[src/rtl/tapctl_pkg.sv]
package tapctl_pkg;

  localparam int STATE_W = 4;

  typedef enum logic [STATE_W-1:0] {
    ST_RESET  = 4'h0,
    ST_IDLE   = 4'h1,
    ST_SEL_DR = 4'h2,
    ST_CAP_DR = 4'h3,
    ST_SH_DR  = 4'h4,
    ST_X1_DR  = 4'h5,
    ST_PA_DR  = 4'h6,
    ST_X2_DR  = 4'h7,
    ST_UP_DR  = 4'h8,
    ST_SEL_IR = 4'h9,
    ST_CAP_IR = 4'hA,
    ST_SH_IR  = 4'hB,
    ST_X1_IR  = 4'hC,
    ST_PA_IR  = 4'hD,
    ST_X2_IR  = 4'hE,
    ST_UP_IR  = 4'hF
  } tapState_t;

  typedef struct packed {
    logic inReset;
    logic irPath;
    logic capDr;
    logic shDr;
    logic upDr;
    logic capIr;
    logic shIr;
    logic upIr;
  } tapStrobes_t;

endpackage

[src/rtl/tap_fsm.sv]
module tap_fsm
  import tapctl_pkg::*;
(
  input  logic        tck,
  input  logic        tms,
  input  logic        rstAny,
  output tapStrobes_t strobes
);

  tapState_t curState;
  tapState_t nxtState;

  always_ff @(posedge tck or posedge rstAny) begin
    if (rstAny) curState <= ST_RESET;
    else        curState <= nxtState;
  end

  always_comb begin
    nxtState = curState;
    unique case (curState)
      ST_RESET:  nxtState = tms ? ST_RESET  : ST_IDLE;
      ST_IDLE:   nxtState = tms ? ST_SEL_DR : ST_IDLE;
      ST_SEL_DR: nxtState = tms ? ST_SEL_IR : ST_CAP_DR;
      ST_CAP_DR: nxtState = tms ? ST_X1_DR  : ST_SH_DR;
      ST_SH_DR:  nxtState = tms ? ST_X1_DR  : ST_SH_DR;
      ST_X1_DR:  nxtState = tms ? ST_UP_DR  : ST_PA_DR;
      ST_PA_DR:  nxtState = tms ? ST_X2_DR  : ST_PA_DR;
      ST_X2_DR:  nxtState = tms ? ST_UP_DR  : ST_SH_DR;
      ST_UP_DR:  nxtState = tms ? ST_SEL_DR : ST_IDLE;
      ST_SEL_IR: nxtState = tms ? ST_RESET  : ST_CAP_IR;
      ST_CAP_IR: nxtState = tms ? ST_X1_IR  : ST_SH_IR;
      ST_SH_IR:  nxtState = tms ? ST_X1_IR  : ST_SH_IR;
      ST_X1_IR:  nxtState = tms ? ST_UP_IR  : ST_PA_IR;
      ST_PA_IR:  nxtState = tms ? ST_X2_IR  : ST_PA_IR;
      ST_X2_IR:  nxtState = tms ? ST_UP_IR  : ST_SH_IR;
      ST_UP_IR:  nxtState = tms ? ST_SEL_DR : ST_IDLE;
      default:   nxtState = ST_RESET;
    endcase
  end

  // Instruction column occupies encodings 9..15
  always_comb begin
    strobes         = '0;
    strobes.inReset = (curState == ST_RESET);
    strobes.irPath  = (curState >= ST_SEL_IR);
    strobes.capDr   = (curState == ST_CAP_DR);
    strobes.shDr    = (curState == ST_SH_DR);
    strobes.upDr    = (curState == ST_UP_DR);
    strobes.capIr   = (curState == ST_CAP_IR);
    strobes.shIr    = (curState == ST_SH_IR);
    strobes.upIr    = (curState == ST_UP_IR);
  end

endmodule

[src/rtl/tap_outputs.sv]
module tap_outputs
  import tapctl_pkg::*;
(
  input  logic        tck,
  input  logic        rstAny,
  input  tapStrobes_t strobes,
  output logic        testLogicRst,
  output logic        irSelect,
  output logic        tdoEnable,
  output logic        captureDr,
  output logic        shiftDr,
  output logic        updateDr,
  output logic        captureIr,
  output logic        shiftIr,
  output logic        updateIr
);

  logic shDrQ, shIrQ, oeQ;

  always_ff @(negedge tck or posedge rstAny) begin
    if (rstAny) begin
      shDrQ <= 1'b0;
      shIrQ <= 1'b0;
      oeQ   <= 1'b0;
    end else begin
      shDrQ <= strobes.shDr;
      shIrQ <= strobes.shIr;
      oeQ   <= strobes.shDr | strobes.shIr;
    end
  end

  assign testLogicRst = strobes.inReset;
  assign irSelect     = strobes.irPath;
  assign captureDr    = strobes.capDr;
  assign updateDr     = strobes.upDr;
  assign captureIr    = strobes.capIr;
  assign updateIr     = strobes.upIr;
  assign shiftDr      = shDrQ;
  assign shiftIr      = shIrQ;
  assign tdoEnable    = oeQ;

endmodule

[src/rtl/tap_controller.sv]
module tap_controller
  import tapctl_pkg::*;
(
  input  logic tck,
  input  logic tms,
  input  logic pwrRstN,
  input  logic scanRstN,
  output logic testLogicRst,
  output logic irSelect,
  output logic tdoEnable,
  output logic captureDr,
  output logic shiftDr,
  output logic updateDr,
  output logic captureIr,
  output logic shiftIr,
  output logic updateIr
);

  logic        rstAny;
  tapStrobes_t strobes;

  assign rstAny = ~pwrRstN | ~scanRstN;

  tap_fsm i_fsm (
    .tck     (tck),
    .tms     (tms),
    .rstAny  (rstAny),
    .strobes (strobes)
  );

  tap_outputs i_outputs (
    .tck          (tck),
    .rstAny       (rstAny),
    .strobes      (strobes),
    .testLogicRst (testLogicRst),
    .irSelect     (irSelect),
    .tdoEnable    (tdoEnable),
    .captureDr    (captureDr),
    .shiftDr      (shiftDr),
    .updateDr     (updateDr),
    .captureIr    (captureIr),
    .shiftIr      (shiftIr),
    .updateIr     (updateIr)
  );

endmodule

[config.mk]
export PLATFORM = sky130hd
export DESIGN_NAME = tap_controller
export DESIGN_NICKNAME = d
export VERILOG_FILES = /design/src/rtl/tapctl_pkg.sv /design/src/rtl/tap_fsm.sv /design/src/rtl/tap_outputs.sv /design/src/rtl/tap_controller.sv
export SDC_FILE = /design/constraint.sdc
export NUM_CORES = 1
export LEC_CHECK = 0
export BUFFER_PORTS_ARGS = -buffer_cell sky130_fd_sc_hd__buf_2
export CAP_MARGIN = 20
export CORE_AREA = 2 2 39 41
export CTS_BUF_LIST = sky130_fd_sc_hd__clkbuf_16
export CTS_CLUSTER_DIAMETER = 100
export DETAILED_ROUTE_END_ITERATION = 6
export DIE_AREA = 0 0 41 43
export RECOVER_POWER = 50
export SYNTH_ARGS = -nofsm -noshare
export SYNTH_HDL_FRONTEND = slang
export SYNTH_SLANG_ARGS = --single-unit
[constraint.sdc]
create_clock -name tck -period 3.3 [get_ports tck]
set_clock_uncertainty 0.2 [all_clocks]
set_input_delay 0.33 -clock tck [delete_from_list [all_inputs] [get_ports tck]]
set_output_delay 0.33 -clock tck [all_outputs]
set_load 0.005 [all_outputs]
---- Word-level counts from Yosys, hierarchy flattened ----
Cells that the tools add are included.
storage, ports and cells
  register bits ........................... 7
  input port bits ......................... 4
  output and inout bits ................... 9
  word-level logic and storage cells ...... 41
operators by class
  magnitude comparators ................... 1
  eq/ne operators ......................... 15
  muxes and demuxes ....................... 13
  bitwise logic cells ..................... 4
  reduce and logical (&&, ||, !) cells .... 4
operators by type and width
  kind                  number
  $pmux W4 S12          1
  $eq A4 B4 Y1 const B  8
  $eq A4 B3 Y1 const B  4
  $mux W4               4
  $eq A4 B2 Y1 const B  2
  $mux W2               3
  $mux W3               2
  $eq A4 B1 Y1 const B  1
  $ge A4 B4 Y1 const B  1
  $logic_not A4 Y1      1
  $reduce_or A2 Y1      2
  $mux W1               3
  $reduce_or A3 Y1      1
  $not A1 Y1            2
  $or A1 B1 Y1          2

---- Depth between registers and ports, before layout ----
Gate-level depths: netlist (run 1).
  depth in word-level cells ............... 3
  depth in mapped cells ................... 4
  depth with buffers taken out ............ 3

---- By module ----
A second synthesis (run 1) with hierarchy kept.
second synthesis, totals
  cells, all modules ...................... 60
  area total of the unflattened synthesis .. 535.5 um^2
by module, submodules not included
  module          times used  cells each  area an instance (um^2)  seq. area each (um^2)
  tap_fsm         1           48          401.6                    100.1
  tap_outputs     1           11          130.1                    75.1
  tap_controller  1           1           3.8                      0.0

==> results of run 1 <==
==> per-stage QoR <==
| stage | cell area [sq um] | cells |
|---|---|---|
| 4_1_cts | 609.3 | 83 |
| 3_3_place_gp | 510.5 | 77 |
| 2_1_floorplan | 442.9 | 52 |
| 5_1_grt | 599.3 | 83 |
| 6_report | 599.3 | 83 |
| 3_5_place_dp | 510.5 | 77 |
==> power groups by stage <==
stage / registers (W) / clock network, W / logic [W]
2_1_floorplan: 0.000147 / 0 / 0.000212
3_3_place_gp: 0.000171 / 0 / 0.000252
3_5_place_dp: 0.000173 / 0 / 0.000249
4_1_cts: 0.000172 / 0.000207 / 0.000253
5_1_grt: 0.000182 / 0.000215 / 0.000270
6_report: 0.000172 / 0.000204 / 0.000242
==> routing by layer <==
layer  track usage, %  up-vias
li1                 -      215
met1            19.48      190
met2            18.13       25
met3            5.236        2
met4            10.00        0
met5                0        -
==> flip-flops by register name, indices dropped and copies added, names as in the netlist <==
name	flops
i_outputs.shiftIr	1
i_outputs.shiftDr	1
i_outputs.tdoEnable	1
i_fsm.curState	4
==> cell usage after synthesis <==
library cell	instances	area share [%]
a211o_1	1	2.0
a211oi_1	2	3.4
a21boi_0	1	1.7
a21oi_1	2	2.3
a311oi_1	1	2.0
and2_1	1	1.4
and3_1	1	1.4
buf_2	4	4.5
buf_4	1	1.7
dfrtn_1	3	17
dfrtp_1	4	23
inv_1	2	1.7
inv_2	1	0.85
nand2_1	4	3.4
nand2b_1	4	5.6
nand3_1	2	2.3
nor2_1	3	2.5
nor3_1	4	4.5
nor4_1	1	1.4
o211ai_2	1	2.8
o21ai_1	1	1.1
o21bai_1	1	1.7
o22ai_1	2	2.8
o32a_1	2	4.5
or2_1	1	1.4
or2_2	1	1.4
xnor2_1	1	2.0
==> cell type report <==
class	count	area, sq um	share of cell area (%)
repair buffers	16	85.08	14.20
well taps	16	20.02	3.340
clock buffers	3	75.07	12.53
inverters	3	11.26	1.879
multi-input cells	37	229.0	38.20
flip-flops and latches	7	175.2	29.23
clock inverters	1	3.754	0.6263
==> critical path, delay by kind of cell, from the launching register on <==
family	cells	cell delay [ns]
DFF	1	0.50
and+or+nand+nor	3	0.49
==> what timing repair did <==
action / in CTS / in global routing
hold endpoints to repair: 4 / 0
hold buffers: 2 / 0
gates resized for setup: 0 / 0
==> path summary, 6_finish.rpt <==
path                                                  to                         from  cells after the start  slack [ns]
setup / recovery           i_outputs.tdoEnable$_DFF_NP0_  i_fsm.curState[0]$_DFF_PP0_                      3        0.35
hold reg to reg              i_fsm.curState[3]$_DFF_PP0_  i_fsm.curState[0]$_DFF_PP0_                      1        0.53
min in group asynchronous    i_fsm.curState[3]$_DFF_PP0_                     scanRstN                      3        0.56
hold / removal               i_fsm.curState[0]$_DFF_PP0_                          tms                      2        0.24
setup reg to reg           i_outputs.tdoEnable$_DFF_NP0_  i_fsm.curState[0]$_DFF_PP0_                      3        0.35
max in group asynchronous    i_outputs.shiftIr$_DFF_NP0_                      pwrRstN                      3        0.79
==> cell families after synthesis <==
logic type	share of synthesized area, %
AND/OR/NAND/NOR	25.43
XOR/XNOR	1.978
buffers and inverters	8.758
flip-flops	39.55
AO/OA/AOI/OAI	24.29
==> run metrics, run 1 <==
status finished, final reports clean; largest net degree at the start of global routing 15; clock-pin slew on the worst setup and hold paths 0.03 ns; peak supply drop 0.4516 mV; max cap viols 0; most frequent standard cell in the layout excluding fill and tap cells buf_2; Pwr Density 1031 nW/um^2; Die H 43 um; unrepaired setup endpoints after global routing no; vias per cell 5.205; Critical Path, Cell by Cell nand2_1 > nor2_1 > or2_1; final setup vio count 0; Core Footprint 1384 sq um; worst endpoint data arrival time 1.21 ns; CP Class reg2reg; total CTS buffers 3; vias in the first global route 371; met2 WL 447 um; Net Count, Synth 56; Total Routing Usage GR 14.40%; CP required 1.56 ns; CP Capture Type flop; worst min-delay path class in2reg; IO buf count 12; Rel. slew slack 63.37%; initial DRC count 9; Hold Slack 0.2432 ns; Sink Count 7; I/O pins 13; Final #Nets 72; DRT antenna net count 0; Clk Latency, worst-skew pair 0.23 ns; M1 WL 471 um; sequential power share 27.9%; number of synthesized register bits 7; setup_tns 0 ns; RD Place Congestion 0.7677; Max stage delay on crit path 0.50 ns; pre-CTS worst setup slack 0.3366 ns; Clock power frac 33.0%; switching share of power 36.94%; Pint 0.0003896 W; Util after Layout 43.31%; Die ar. 1763 sq um; Pins Over Slew Limit 0; crit-path max FO 13; DR DRC count 0; Antenna Cells 0; Worst-Margin Slew 0.5494 ns; initial core utilization 32.01%; root buf cell clkbuf_16; number of fillers in the final layout 149; metal3 WL 96 um; total number of vias 432; Area Overhead vs Synth 35.31%; Warnings, synthesis 0; drt pass-1 iters 4; DP HPWL 710.4 um; sequential share of the synthesized area 39.55%; first-pass GRT wire length 1642 um; Logic pwr share 39.1%; top sig layer met4; Die Wd 41 um; Mapped Cells 52; CP max stage cell dfrtp_1; post-DR wirelength/cell 12.54 um; CTS tree yes; layout cells sized above 1 22.39%; Switch Pwr 0.0002282 W; CP Launch Type flop; final WL 1041 um; cell area after synthesis 442.9 sq um; maximum clock path buffer count 2; synthesized area per cell 8.518 sq um; Pleak 0.2807 nW; PnR worst setup slack 0.3536 ns; Pwr Total 0.0006177 W; Row Count 14; Netlist cell types 27; grt total ovfl 0; Fin. Hold Viols 0; H-tree depth 1; setup bufs post-CTS 0; antenna violations before repair 0
No activity file was read; power rests on OpenSTA's default activity.
==> inputs of run 2 (changes only) <==
--- a/config.mk
+++ b/config.mk
@@ -8,7 +8,6 @@
 export BUFFER_PORTS_ARGS = -buffer_cell sky130_fd_sc_hd__buf_2
 export CAP_MARGIN = 20
 export CORE_AREA = 2 2 39 41
-export CTS_BUF_LIST = sky130_fd_sc_hd__clkbuf_16
 export CTS_CLUSTER_DIAMETER = 100
 export DETAILED_ROUTE_END_ITERATION = 6
 export DIE_AREA = 0 0 41 43
==> run metrics, run 2 (same netlist as run 1, synthesis figures left out) <==
Pins Over Slew Limit 0; Total Routing Usage GR 13.88%; total number of vias 429; post-DR wirelength/cell 12.42 um; worst min-delay path class in2reg; Worst-Margin Slew 0.5303 ns; R2R Setup Slk 0.33 ns; hold path endpoint i_fsm.curState[0]$_DFF_PP0_; status finished, final reports clean; Die Wd 41 um; Core Footprint 1384 sq um; clock-pin slew on the worst setup and hold paths 0.05 ns; Fin. Hold Viols 0; CP Class reg2reg; sequential power share 34.9%; Switch Pwr 0.0002149 W; Die ar. 1763 sq um; drt pass-1 iters 4; Pwr Density 902.9 nW/um^2; Worst R2R Start i_fsm.curState[0]$_DFF_PP0_; CP required 1.56 ns; unrepaired setup endpoints after global routing no; hold-critical path depth 2; RD Place Congestion 0.7677; pre-CTS worst setup slack 0.3366 ns; initial DRC count 6; CTS tree yes; PnR worst setup slack 0.3324 ns; CP Launch Type flop; cells resized by post-CTS repair 0; max cap viols 0; Pint 0.0002788 W; vias per cell 5.169; final setup vio count 0; Clk Latency, worst-skew pair 0.25 ns; Final #Nets 72; Clock power frac 16.0%; I/O pins 13; worst hold start tms; worst endpoint data arrival time 1.23 ns; DR DRC count 0; CP Capture Type flop; first-pass GRT wire length 1614 um; grt total ovfl 0; Row Count 14; root buf cell clkbuf_4; max reg flops 4; Seq. cell area 175.2 sq um; vias in the first global route 367; initial core utilization 32.01%; DP HPWL 710.4 um; most frequent standard cell in the layout excluding fill and tap cells buf_2; DRT antenna net count 0; Antenna Cells 0; worst reg2reg path endpoint i_outputs.tdoEnable$_DFF_NP0_; crit-path max FO 13; Rel. slew slack 64.64%; Logic pwr share 49.1%; final WL 1031 um; setup_tns 0 ns; total CTS buffers 3; antenna violations before repair 0; H-tree depth 1; number of fillers in the final layout 148; peak supply drop 0.3352 mV; maximum clock path buffer count 2; largest net degree at the start of global routing 15; most frequent cells in the layout buf_2 (10), clkbuf_1 (5); layout cells sized above 1 22.39%; Register-to-Register Path Depth 3; Sink Count 7; IO buf count 12; Pleak 0.2530 nW; area of the multi-input gates 229.0 sq um; Top reg by flops i_fsm.curState; Area Overhead vs Synth 23.45%; Die H 43 um; switching share of power 43.53%
[run 2: cell types whose count changed in the layout (fill, tap and decap cells not counted), sizes merged]
cell    delta
clkbuf     +1
inv        -1
[run 2: worst max-delay path, stage by stage (launching register included)]
cell and delay [ns]:
dfrtp_1 0.50, nand2_1 0.18, nor2_1 0.08, or2_1 0.22
[run 2: cell type report]
cell class	instances	area share, %
clock buffers	4	4.805
inverters	3	2.059
multi-input cells	37	41.88
flip-flops and latches	7	32.04
well taps	16	3.661
repair buffers	16	15.56
[run 2: what timing repair did]
action                                 CTS  global route
buffers inserted                         0             0
hold buffers                             2             0
endpoints found under the hold margin    4             0
[run 2: stage by stage]
stage | std cells | cell area [sq um] | power [W] | hold slack (ns) | utilization (%)
floorplan | 52 | 442.9 | 0.0003591 | 0.01002 | -
global placement | 77 | 510.5 | 0.0004237 | 0.1315 | 36.89
detailed placement | 77 | 510.5 | 0.0004221 | 0.1358 | 36.89
CTS | 83 | 556.8 | 0.0005073 | 0.2044 | 40.24
global route | 83 | 546.8 | 0.0005408 | 0.2183 | 39.51
finish | 83 | 546.8 | 0.0004937 | 0.2209 | 39.51
[run 2: power groups by stage]
stage	logic [W]	registers (W)	clock network (W)
after global placement	0.000252	0.000171	0
after global routing	0.000270	0.000182	0.0000882
after floorplan	0.000212	0.000147	0
after detailed placement	0.000249	0.000173	0
after CTS	0.000252	0.000172	0.0000833
final	0.000243	0.000172	0.0000788
[run 2: per-layer routing]
layer	global-route usage (%)	up-vias	share of wire, %
met5	0	-	0
met4	10.00	0	0.78
met3	5.236	4	12
met2	17.50	25	44
met1	18.45	186	43
li1	-	214	-
[run 2: worst max-delay path by stage]
stage / startpoint / end / slack (ns) / cells past startpoint
after floorplan: i_fsm.curState[1]$_DFF_PP0_ / i_outputs.tdoEnable$_DFF_NP0_ / 0.41 / 4
after global placement: i_fsm.curState[0]$_DFF_PP0_ / i_outputs.tdoEnable$_DFF_NP0_ / 0.36 / 3
after detailed placement: i_fsm.curState[0]$_DFF_PP0_ / i_outputs.tdoEnable$_DFF_NP0_ / 0.34 / 3
after CTS: i_fsm.curState[0]$_DFF_PP0_ / i_outputs.tdoEnable$_DFF_NP0_ / 0.33 / 3
after global routing: i_fsm.curState[0]$_DFF_PP0_ / i_outputs.tdoEnable$_DFF_NP0_ / 0.24 / 3
final: i_fsm.curState[0]$_DFF_PP0_ / i_outputs.tdoEnable$_DFF_NP0_ / 0.33 / 3
